===== src/rtl/rdma_pkg.sv =====
package rdma_pkg;

    localparam int LANES = 4;

    typedef enum logic [2:0] {
        SEL_ADDR_LO    = 3'd0,
        SEL_ADDR_HI    = 3'd1,
        SEL_CNT_LO     = 3'd2,
        SEL_CNT_HI     = 3'd3,
        SEL_RING_START = 3'd4,
        SEL_RING_STOP  = 3'd5,
        SEL_CFG        = 3'd6,
        SEL_STATUS     = 3'd7
    } reg_sel_e;

    typedef enum logic {
        ST_EMPTY   = 1'b0,
        ST_PENDING = 1'b1
    } eng_state_e;

    localparam int CMD_HALT_BIT    = 0;
    localparam int CMD_RREAD_BIT   = 3;
    localparam int CMD_RWRITE_BIT  = 4;
    localparam int STATUS_DONE_BIT = 6;
    localparam int CFG_WIDE_BIT    = 0;

endpackage


===== src/rtl/rdma_step.sv =====
module rdma_step #(
    parameter int AW = 16
) (
    input  logic [AW-1:0]   cur_addr,
    input  logic [AW-1:0]   cur_cnt,
    input  logic [2:0]      nbytes,
    input  logic [AW-9:0]   ring_start_pg,
    input  logic [AW-9:0]   ring_stop_pg,
    output logic [AW-1:0]   nxt_addr,
    output logic [AW-1:0]   nxt_cnt,
    output logic            exhaust
);
    localparam int PAD = AW - 3;

    logic [AW-1:0] size_ext;
    logic [AW-1:0] stepped;
    logic [AW-1:0] stop_addr;
    logic [AW-1:0] start_addr;

    always_comb begin
        size_ext   = {{PAD{1'b0}}, nbytes};
        stepped    = cur_addr + size_ext;
        stop_addr  = {ring_stop_pg, 8'h00};
        start_addr = {ring_start_pg, 8'h00};
        nxt_addr   = (stepped == stop_addr) ? start_addr : stepped;
        exhaust    = (cur_cnt <= size_ext);
        nxt_cnt    = exhaust ? '0 : (cur_cnt - size_ext);
    end
endmodule


===== src/rtl/rdma_lane.sv =====
module rdma_lane
    import rdma_pkg::*;
#(
    parameter int            AW         = 16,
    parameter int            PROM_LIMIT = 32,
    parameter logic [AW-1:0] WIN_BASE   = 16'h4000,
    parameter logic [AW-1:0] WIN_END    = 16'h8000
) (
    input  logic [AW-1:0]        cur_addr,
    input  logic [2:0]           nbytes,
    input  logic                 wr_go,
    input  logic [8*LANES-1:0]   dp_wdata,
    input  logic [8*LANES-1:0]   mem_rdata,
    output logic [AW-1:0]        mem_addr,
    output logic [LANES-1:0]     mem_wbe,
    output logic [8*LANES-1:0]   mem_wdata,
    output logic [8*LANES-1:0]   rd_data
);
    localparam logic [AW-1:0] PROM_TOP = AW'(PROM_LIMIT);

    logic [AW-1:0] base;
    logic          in_win;

    always_comb begin
        base   = (nbytes != 3'd1) ? {cur_addr[AW-1:1], 1'b0} : cur_addr;
        in_win = (base < PROM_TOP) || ((base >= WIN_BASE) && (base < WIN_END));
    end

    assign mem_addr  = base;
    assign mem_wdata = dp_wdata;

    for (genvar i = 0; i < LANES; i++) begin : g_lane
        logic lane_on;
        assign lane_on = (i < int'(nbytes));
        assign mem_wbe[i] = wr_go && in_win && lane_on;
        assign rd_data[8*i +: 8] = !lane_on ? 8'h00 :
                                   (in_win ? mem_rdata[8*i +: 8] : 8'hFF);
    end
endmodule


===== src/rtl/rdma_ctrl.sv =====
module rdma_ctrl
    import rdma_pkg::*;
(
    input  logic clk,
    input  logic rst_n,
    input  logic cnt_load,
    input  logic cnt_load_nz,
    input  logic access,
    input  logic exhaust,
    input  logic zero_cmd,
    input  logic done_clr,
    output logic pending,
    output logic done
);
    eng_state_e state_q, state_d;

    always_comb begin
        state_d = state_q;
        unique case (state_q)
            ST_EMPTY: begin
                if (cnt_load && cnt_load_nz) state_d = ST_PENDING;
            end
            ST_PENDING: begin
                if (cnt_load)                state_d = cnt_load_nz ? ST_PENDING : ST_EMPTY;
                else if (access && exhaust)  state_d = ST_EMPTY;
            end
        endcase
    end

    always_ff @(posedge clk or negedge rst_n) begin
        if (!rst_n) state_q <= ST_EMPTY;
        else        state_q <= state_d;
    end

    always_comb begin
        pending = (state_q == ST_PENDING);
    end

    always_ff @(posedge clk or negedge rst_n) begin
        if (!rst_n)                              done <= 1'b0;
        else if ((access && exhaust) || zero_cmd) done <= 1'b1;
        else if (done_clr)                       done <= 1'b0;
    end

    a_r11_clear_yields: assert property (@(posedge clk) disable iff (!rst_n)
        (done_clr && !(access && exhaust) && !zero_cmd) |=> !done);
endmodule


===== src/rtl/rdma_port_engine.sv =====
module rdma_port_engine
    import rdma_pkg::*;
#(
    parameter int            AW           = 16,
    parameter int            PROM_LIMIT   = 32,
    parameter logic [AW-1:0] WIN_BASE     = 16'h4000,
    parameter logic [AW-1:0] WIN_END      = 16'h8000,
    parameter logic [AW-9:0] START_PG_RST = 8'h40,
    parameter logic [AW-9:0] STOP_PG_RST  = 8'h80
) (
    input  logic        clk,
    input  logic        rst_n,
    input  logic        reg_wr,
    input  logic [2:0]  reg_sel,
    input  logic [7:0]  reg_wdata,
    output logic [7:0]  reg_rdata,
    input  logic        cmd_wr,
    input  logic [7:0]  cmd_data,
    input  logic        dp_rd,
    input  logic        dp_wr,
    input  logic        dp_long,
    input  logic [31:0] dp_wdata,
    output logic [31:0] dp_rdata,
    output logic [15:0] mem_addr,
    output logic [3:0]  mem_wbe,
    output logic [31:0] mem_wdata,
    input  logic [31:0] mem_rdata,
    output logic        dma_done
);
    localparam int HI_W = AW - 8;

    reg_sel_e        sel;
    logic [AW-1:0]   addr_q, cnt_q;
    logic [HI_W-1:0] start_pg_q, stop_pg_q;
    logic [7:0]      cfg_q;
    logic [2:0]      nbytes;
    logic            pending, access, wr_go, exhaust;
    logic            cnt_wr, addr_wr, zero_cmd, done_clr;
    logic [AW-1:0]   cnt_load_val, nxt_addr, nxt_cnt;

    always_comb begin
        sel      = reg_sel_e'(reg_sel);
        nbytes   = dp_long ? 3'd4 : (cfg_q[CFG_WIDE_BIT] ? 3'd2 : 3'd1);
        wr_go    = dp_wr && !dp_rd && pending;
        access   = dp_rd || wr_go;
        cnt_wr   = reg_wr && ((sel == SEL_CNT_LO) || (sel == SEL_CNT_HI));
        addr_wr  = reg_wr && ((sel == SEL_ADDR_LO) || (sel == SEL_ADDR_HI));
        done_clr = reg_wr && (sel == SEL_STATUS) && reg_wdata[STATUS_DONE_BIT];
        zero_cmd = cmd_wr && !cmd_data[CMD_HALT_BIT] &&
                   (cmd_data[CMD_RREAD_BIT] || cmd_data[CMD_RWRITE_BIT]) &&
                   (cnt_q == '0);
        cnt_load_val = (sel == SEL_CNT_LO) ? {cnt_q[AW-1:8], reg_wdata}
                                           : {reg_wdata[HI_W-1:0], cnt_q[7:0]};
    end

    rdma_step #(.AW(AW)) u_step (
        .cur_addr      (addr_q),
        .cur_cnt       (cnt_q),
        .nbytes        (nbytes),
        .ring_start_pg (start_pg_q),
        .ring_stop_pg  (stop_pg_q),
        .nxt_addr      (nxt_addr),
        .nxt_cnt       (nxt_cnt),
        .exhaust       (exhaust)
    );

    rdma_lane #(
        .AW(AW), .PROM_LIMIT(PROM_LIMIT), .WIN_BASE(WIN_BASE), .WIN_END(WIN_END)
    ) u_lane (
        .cur_addr  (addr_q),
        .nbytes    (nbytes),
        .wr_go     (wr_go),
        .dp_wdata  (dp_wdata),
        .mem_rdata (mem_rdata),
        .mem_addr  (mem_addr),
        .mem_wbe   (mem_wbe),
        .mem_wdata (mem_wdata),
        .rd_data   (dp_rdata)
    );

    rdma_ctrl u_ctrl (
        .clk         (clk),
        .rst_n       (rst_n),
        .cnt_load    (cnt_wr),
        .cnt_load_nz (cnt_load_val != '0),
        .access      (access),
        .exhaust     (exhaust),
        .zero_cmd    (zero_cmd),
        .done_clr    (done_clr),
        .pending     (pending),
        .done        (dma_done)
    );

    always_ff @(posedge clk or negedge rst_n) begin
        if (!rst_n)                            addr_q <= '0;
        else if (reg_wr && sel == SEL_ADDR_LO) addr_q[7:0] <= reg_wdata;
        else if (reg_wr && sel == SEL_ADDR_HI) addr_q[AW-1:8] <= reg_wdata[HI_W-1:0];
        else if (access)                       addr_q <= nxt_addr;
    end

    always_ff @(posedge clk or negedge rst_n) begin
        if (!rst_n)      cnt_q <= '0;
        else if (cnt_wr) cnt_q <= cnt_load_val;
        else if (access) cnt_q <= nxt_cnt;
    end

    always_ff @(posedge clk or negedge rst_n) begin
        if (!rst_n) begin
            start_pg_q <= START_PG_RST;
            stop_pg_q  <= STOP_PG_RST;
            cfg_q      <= 8'h00;
        end else if (reg_wr) begin
            if (sel == SEL_RING_START) start_pg_q <= reg_wdata[HI_W-1:0];
            if (sel == SEL_RING_STOP)  stop_pg_q  <= reg_wdata[HI_W-1:0];
            if (sel == SEL_CFG)        cfg_q      <= reg_wdata;
        end
    end

    always_comb begin
        reg_rdata = 8'h00;
        unique case (sel)
            SEL_ADDR_LO:    reg_rdata = addr_q[7:0];
            SEL_ADDR_HI:    reg_rdata = 8'(addr_q[AW-1:8]);
            SEL_CNT_LO:     reg_rdata = cnt_q[7:0];
            SEL_CNT_HI:     reg_rdata = 8'(cnt_q[AW-1:8]);
            SEL_RING_START: reg_rdata = 8'(start_pg_q);
            SEL_RING_STOP:  reg_rdata = 8'(stop_pg_q);
            SEL_CFG:        reg_rdata = cfg_q;
            SEL_STATUS:     reg_rdata[STATUS_DONE_BIT] = dma_done;
        endcase
    end

    logic [AW-1:0] size_ext;
    assign size_ext = {{(AW-3){1'b0}}, nbytes};

    a_r7_count_steps: assert property (@(posedge clk) disable iff (!rst_n)
        (access && !cnt_wr && (cnt_q > size_ext)) |=> (cnt_q == $past(cnt_q) - $past(size_ext)));

    a_r7_done_on_exhaust: assert property (@(posedge clk) disable iff (!rst_n)
        (access && (cnt_q <= size_ext)) |=> dma_done);

    a_r6_never_at_stop: assert property (@(posedge clk) disable iff (!rst_n)
        (access && !reg_wr && (start_pg_q != stop_pg_q)) |=> (addr_q != {stop_pg_q, 8'h00}));

    a_r8_empty_write_dropped: assert property (@(posedge clk) disable iff (!rst_n)
        (dp_wr && !dp_rd && (cnt_q == '0)) |-> (mem_wbe == 4'b0000));

    a_r4_even_lane_base: assert property (@(posedge clk) disable iff (!rst_n)
        ((dp_rd || dp_wr) && (nbytes != 3'd1)) |-> !mem_addr[0]);

    a_r8_state_follows_count: assert property (@(posedge clk) disable iff (!rst_n)
        pending == (cnt_q != '0));
endmodule


===== config.mk =====
export PLATFORM = sky130hd
export DESIGN_NAME = rdma_port_engine
export DESIGN_NICKNAME = d
export VERILOG_FILES = /design/src/rtl/rdma_pkg.sv /design/src/rtl/rdma_step.sv /design/src/rtl/rdma_lane.sv /design/src/rtl/rdma_ctrl.sv /design/src/rtl/rdma_port_engine.sv
export SDC_FILE = /design/constraint.sdc
export NUM_CORES = 1
export LEC_CHECK = 0
export BUFFER_PORTS_ARGS = -buffer_cell sky130_fd_sc_hd__buf_2
export CORE_ASPECT_RATIO = 0.8
export CORE_MARGIN = 5
export CORE_UTILIZATION = 34
export CTS_BUF_LIST = sky130_fd_sc_hd__clkbuf_4
export CTS_CLUSTER_DIAMETER = 50
export DETAILED_ROUTE_END_ITERATION = 8
export PLACE_DENSITY = 0.64
export SKIP_CTS_REPAIR_TIMING = 1
export SLEW_MARGIN = 20
export SYNTH_ARGS = -nofsm -noshare
export SYNTH_HDL_FRONTEND = slang
export SYNTH_SLANG_ARGS = --single-unit

===== constraint.sdc =====
create_clock -name clk -period 4.9 [get_ports clk]
set_input_delay 0.98 -clock clk [delete_from_list [all_inputs] [get_ports clk]]
set_output_delay 0.98 -clock clk [all_outputs]
set_load 0.05 [all_outputs]

; ---- Yosys cells after proc, flatten, opt, wreduce, memory -nomap -nowiden
; Cells that the tools add are included.
[totals]
regBits = 58
wordCells = 97
output_inout_bits = 93
input_bits = 90
[classes]
reduce_logical = 37
n_addsub = 2
eq_ne = 10
mux = 30
order_cmp = 8
bitwise = 2
[ops]
columns = operator, n
row1 = $mux 16, 6
row2 = $mux 8, 11
row3 = $pmux 6 s7, 1
row4 = $logic_and 1x1->1, 18
row5 = $add 16x3->16, 1
row6 = $eq 16x16->1, 1
row7 = $ge 16x15->1 const B, 1
row8 = $le 16x3->1, 1
row9 = $logic_not 16->1, 1
row10 = $lt 16x16->1 const B, 1
row11 = $lt 16x6->1 const B, 1
row12 = $reduce_bool 16->1, 1
row13 = $sub 16x3->16, 1
row14 = $eq 3x3->1 const B, 4
row15 = $reduce_and 2->1, 5
row16 = $pmux 1 s8, 1
row17 = $reduce_bool 2->1, 4
row18 = $mux 1, 7
row19 = $pmux 1 s7, 1
row20 = $eq 3x2->1 const B, 2
row21 = $lt 1x3->1 const A, 2
row22 = $lt 2x3->1 const A, 2
row23 = $logic_or 1x1->1, 5
row24 = $eq 3x1->1 const B, 1
row25 = other kinds (8), 10

; ---- Longest topological paths before layout
[depth]
word_depth = 9
mapped_depth = 13
depth_no_buf = 11

; ---- Cells and area by module
; From an unflattened synthesis, not the netlist that was laid out.
[unflattened]
cells_unflattened = 555
hier_area_um2 = 5246.3
[by_module_without_submodules]
columns = module, n_inst, area_per_inst_um2, seq_area_each_um2, cells_per_inst
row1 = rdma_port_engine, 1, 3081.7, 1403.8, 247
row2 = rdma_step, 1, 1313.8, 0.0, 175
row3 = rdma_lane, 1, 764.5, 0.0, 126
row4 = rdma_ctrl, 1, 86.3, 50.0, 7

; ---- Worst setup path after synthesis
; OpenSTA, ideal clock, no wires.
[synth_path]
path_kind = input-to-output
from = input reg_sel[1]
to = output reg_rdata[5]
required_time_ns = 3.920
cell_stages = 5
n_path_buf = 3
path_slack_ns = 0.883
arrival_ns = 3.037
path_cell_list = clkbuf_1 -> clkbuf_1 -> buf_1 -> a22oi_1 -> o21ai_0
[synth_between]
elab_chain_len = 2
elab_cells_between_ends = 8
classes_between = 6 x eq/ne / 1 x mux / 1 x reduce/logical
[synth_rtl]
columns = element, line
row1 = start: declaration, rdma_port_engine.sv:14  ; input logic [2:0] reg_sel,
row2 = $eq 3x3->1 (tied with other cells), rdma_port_engine.sv:121  ; unique case (sel)
row3 = $pmux 6 s7 *, rdma_port_engine.sv:121
row4 = end: declaration, rdma_port_engine.sv:16  ; output logic [7:0] reg_rdata,
; Every way passes the cells marked *; elsewhere a longest branch is shown, timed or not.

; ---- Worst setup path after layout
[layout_path]
from = register addr_q[9]
to = output mem_wbe[1]
[layout_between]
elab_chain_len = 5
elab_cells_between_ends = 7
classes_between = 3 x order compare / 4 x reduce/logical
[layout_rtl]
columns = element, line
row1 = start: declaration, rdma_port_engine.sv:33  ; logic [AW-1:0] addr_q, cnt_q;
row2 = start signal: indexed assignment, rdma_port_engine.sv:97  ; else if (reg_wr && sel == SEL_ADDR_HI) addr_q[AW-1:8] <= reg_wdata[HI_W-1:0];
row3 = start signal: assignment, rdma_port_engine.sv:98  ; else if (access) addr_q <= nxt_addr;
row4 = $ge 16x15->1 / $lt 16x16->1 (equally long branches), rdma_lane.sv:26  ; in_win = (base < PROM_TOP) || ((base >= WIN_BASE) && (base < WIN_END));
row5 = $logic_and 1x1->1, rdma_lane.sv:26
row6 = $logic_or 1x1->1 *, rdma_lane.sv:26
row7 = $logic_and 1x1->1 * (2 in series), rdma_lane.sv:35  ; assign mem_wbe[i] = wr_go && in_win && lane_on;
row8 = end: declaration, rdma_port_engine.sv:25  ; output logic [3:0] mem_wbe,
; Marks and branches as above.

==> results.py <==
metrics = {
    "routing": {
        "ant_nets": 0,
        "drc": 0,
        "firstDrtPassIters": 6,
        "drt_iter0_drc": 408,
        "via_per_inst": 5.87,
        "wl_per_cell_microns": 20.2,
        "num_vias": 4802,
        "drt-total-wl_mm": 16.5,
    },
    "finish": {
        "final_nets": 726,
        "layout-drive-gt1-share_pct": 29.1,
        "final_common_cell": "buf_2",
        "area_growth_syn_to_layout_pct": 10.2,
        "final_cell_mix": "buf_2, nor2_1, dfrtp_1",
        "final_core_util_pct": 38.0,
    },
    "hold_path": {
        "worstHoldPathType": "input pin to asynchronous set/reset pin",
    },
    "synth": {
        "seq_area_frac_synth_pct": 29.7,
        "synth.distinct_cells": 69,
        "syn_avg_cell_area_sq_um": 8.38,
        "ys.flop_type": "dfrtp_1",
        "syn_nets": 682,
        "synth_edf_count": 0,
        "ys_ff_latch": 58,
        "netlist_instances": 584,
        "yosys.area.top_type_share_pct": 28.6,
        "yosysWarnings": 0,
        "yosys-top-cells-area": "dfrtp_1, buf_4, mux2_2, nor2_1, a21oi_1",
        "yosysTopAreaCell": "dfrtp_1",
        "synthesis.area_sq_um": 4890,
        "async_reset_ff_share_pct": 100,
    },
    "timing": {
        "slew_viol_final": 0,
        "worst_slew_pin_slew_ns": 1.03,
        "slew_headroom_pct": 30.1,
        "fin_worst_skew_ns": 0.0137,
        "finalHoldViolCount": 0,
        "final.period_utilization_pct": 78.4,
        "period_needed_ns": 3.84,
        "setup_viol": 0,
        "rsz0062_at_grt": "no",
        "setup_tns_ns": 0,
        "fmax_mhz": 260,
    },
    "setup_path": {
        "crit_fanout": 28,
        "crit_arrival_ns": 2.86,
        "crit_chain": "nor4_1, a31oi_1, or2_2, nor4_1, buf_2",
        "crit_slowest_cell": "dfrtp_1",
        "end_kind": "primary output",
        "critPathRequiredTime_ns": 3.92,
        "critical_path_buf_inv_count": 1,
        "start_kind": "flip-flop",
        "worst_path_most_repeated_cell": "nor4_1",
        "critical_path.top_delay_family": "simple AND/OR/NAND/NOR gates",
        "r2r_slack_ns": 1.41,
        "slowest_delay_ns": 0.59,
        "crit_type": "flip-flop to primary output",
    },
    "clocking": {
        "numCtsBuffers": 9,
        "clk_pin_slew_ns": 0.11,
        "cts_tree": "done",
        "clock_latency_ns": 0.42,
        "clock-sinks": 58,
        "cts_buffer_depth": 2,
        "root_buffer": "clkbuf_4",
        "h-tree-depth": 3,
    },
    "place": {
        "dp_hpwl_mm": 12.4,
        "gp_congestion": 0.912,
        "port-buffer-count": 113,
    },
    "floorplan": {
        "initial_utilization_pct": 34.5,
        "io_pins": 183,
        "fp.dieArea_sq_um": 16900,
        "die_h_microns": 117,
        "core_area_sq_um": 14200,
        "row_count": 39,
        "die_w_microns": 144,
    },
    "job": {
        "max_cap_viol_count": 0,
    },
    "global_route": {
        "antenna_found_initial": 2,
        "grt_use_total_pct": 19.8,
        "grt_first_pass_wirelength_mm": 25.6,
        "overflow": 0,
        "first_global_vias": 4533,
        "grt_max_degree": 41,
    },
    "status": {
        "status": "complete, no violations",
    },
    "pwr": {
        "cellLeakagePower_nw": 2.35,
        "power_per_cell_area_nw_per_um2": 546,
        "peakVddDrop_mv": 0.293,
    },
}
metal layers:
metal | track usage [%] | part of all wire, % | up-vias
li1 | - | - | 2180
met1 | 27.8 | 43 | 2284
met2 | 30.3 | 45 | 303
met3 | 5.48 | 11 | 33
met4 | 4.71 | 1.4 | 2
met5 | 0 | 0.079 | -
cell usage after synthesis, types with 14 or more instances:
cell,instances
clkbuf_1,26
a21oi_1,35
o21ai_0,25
nand2_1,42
dfrtp_1,56
buf_4,47
mux2_2,29
a22oi_1,17
nor2_1,81
nand3_1,14
nor3_1,22
worst paths after layout:
kind,cells after the start,to,start
min in group clk,1,cfg_q[7],cfg_q[7]
hold / removal,1,start_pg_q[1],rst_n
setup reg to reg,10,addr_q[13],cfg_q[0]
setup / recovery,5,mem_wbe[1],addr_q[9]
hold reg to reg,1,cfg_q[7],cfg_q[7]
max in group asynchronous,2,addr_q[4],rst_n
cell type report:
class / count / area, sq um
inverters: 9 / 33.8
fillers: 1479 / 8810
clock buffers: 13 / 97.6
diodes: 1 / 2.50
repair buffers: 119 / 611
well taps: 184 / 230
multi-input cells: 431 / 2900
flip-flops and latches: 58 / 1450
clock inverters: 3 / 65.1
sequential cells by signal, summed over array words and instances (netlist names):
signal and count:
addr_q 16, cfg_q 8, cnt_q 16, start_pg_q 8
stop_pg_q 8, u_ctrl.done 1, u_ctrl.pending 1
stage by stage:
step / std cells / power, mW / hold slack, ns / instance area (sq um) / setup WS (ns)
5_1_grt: 818 / 3.14 / 0.505 / 5390 / 0.889
6_report: 818 / 2.94 / 0.495 / 5390 / 1.06
4_1_cts: 817 / 2.94 / 0.491 / 5390 / 1.03
2_1_floorplan: 584 / 2.22 / 0.474 / 4890 / 0.883
3_3_place_gp: 801 / 2.48 / 0.488 / 5230 / 0.909
3_5_place_dp: 801 / 2.52 / 0.500 / 5230 / 0.815
where the power goes:
group | internal [mW] | total [mW] | switching (mW)
Sequential | 0.635 | 0.947 | 0.312
Clock | 0.230 | 0.417 | 0.187
Combinational | 0.535 | 1.58 | 1.04
Total | 1.40 | 2.94 | 1.54
cells by family (layout without fill, tap and decap cells):
kind of cell	Yosys count	count (layout)	share of synthesized area, %
XOR/XNOR	23	23	4.96
buffers and inverters	95	144	11.0
adder cells (fa/ha/maj)	8	8	2.35
other	0	1	0
multiplexers	42	42	10.9
flip-flops	58	58	29.7
AND/OR/NAND/NOR	229	229	23.9
AO/OA/AOI/OAI	129	129	17.1
Power figures use the tool's default switching activity.
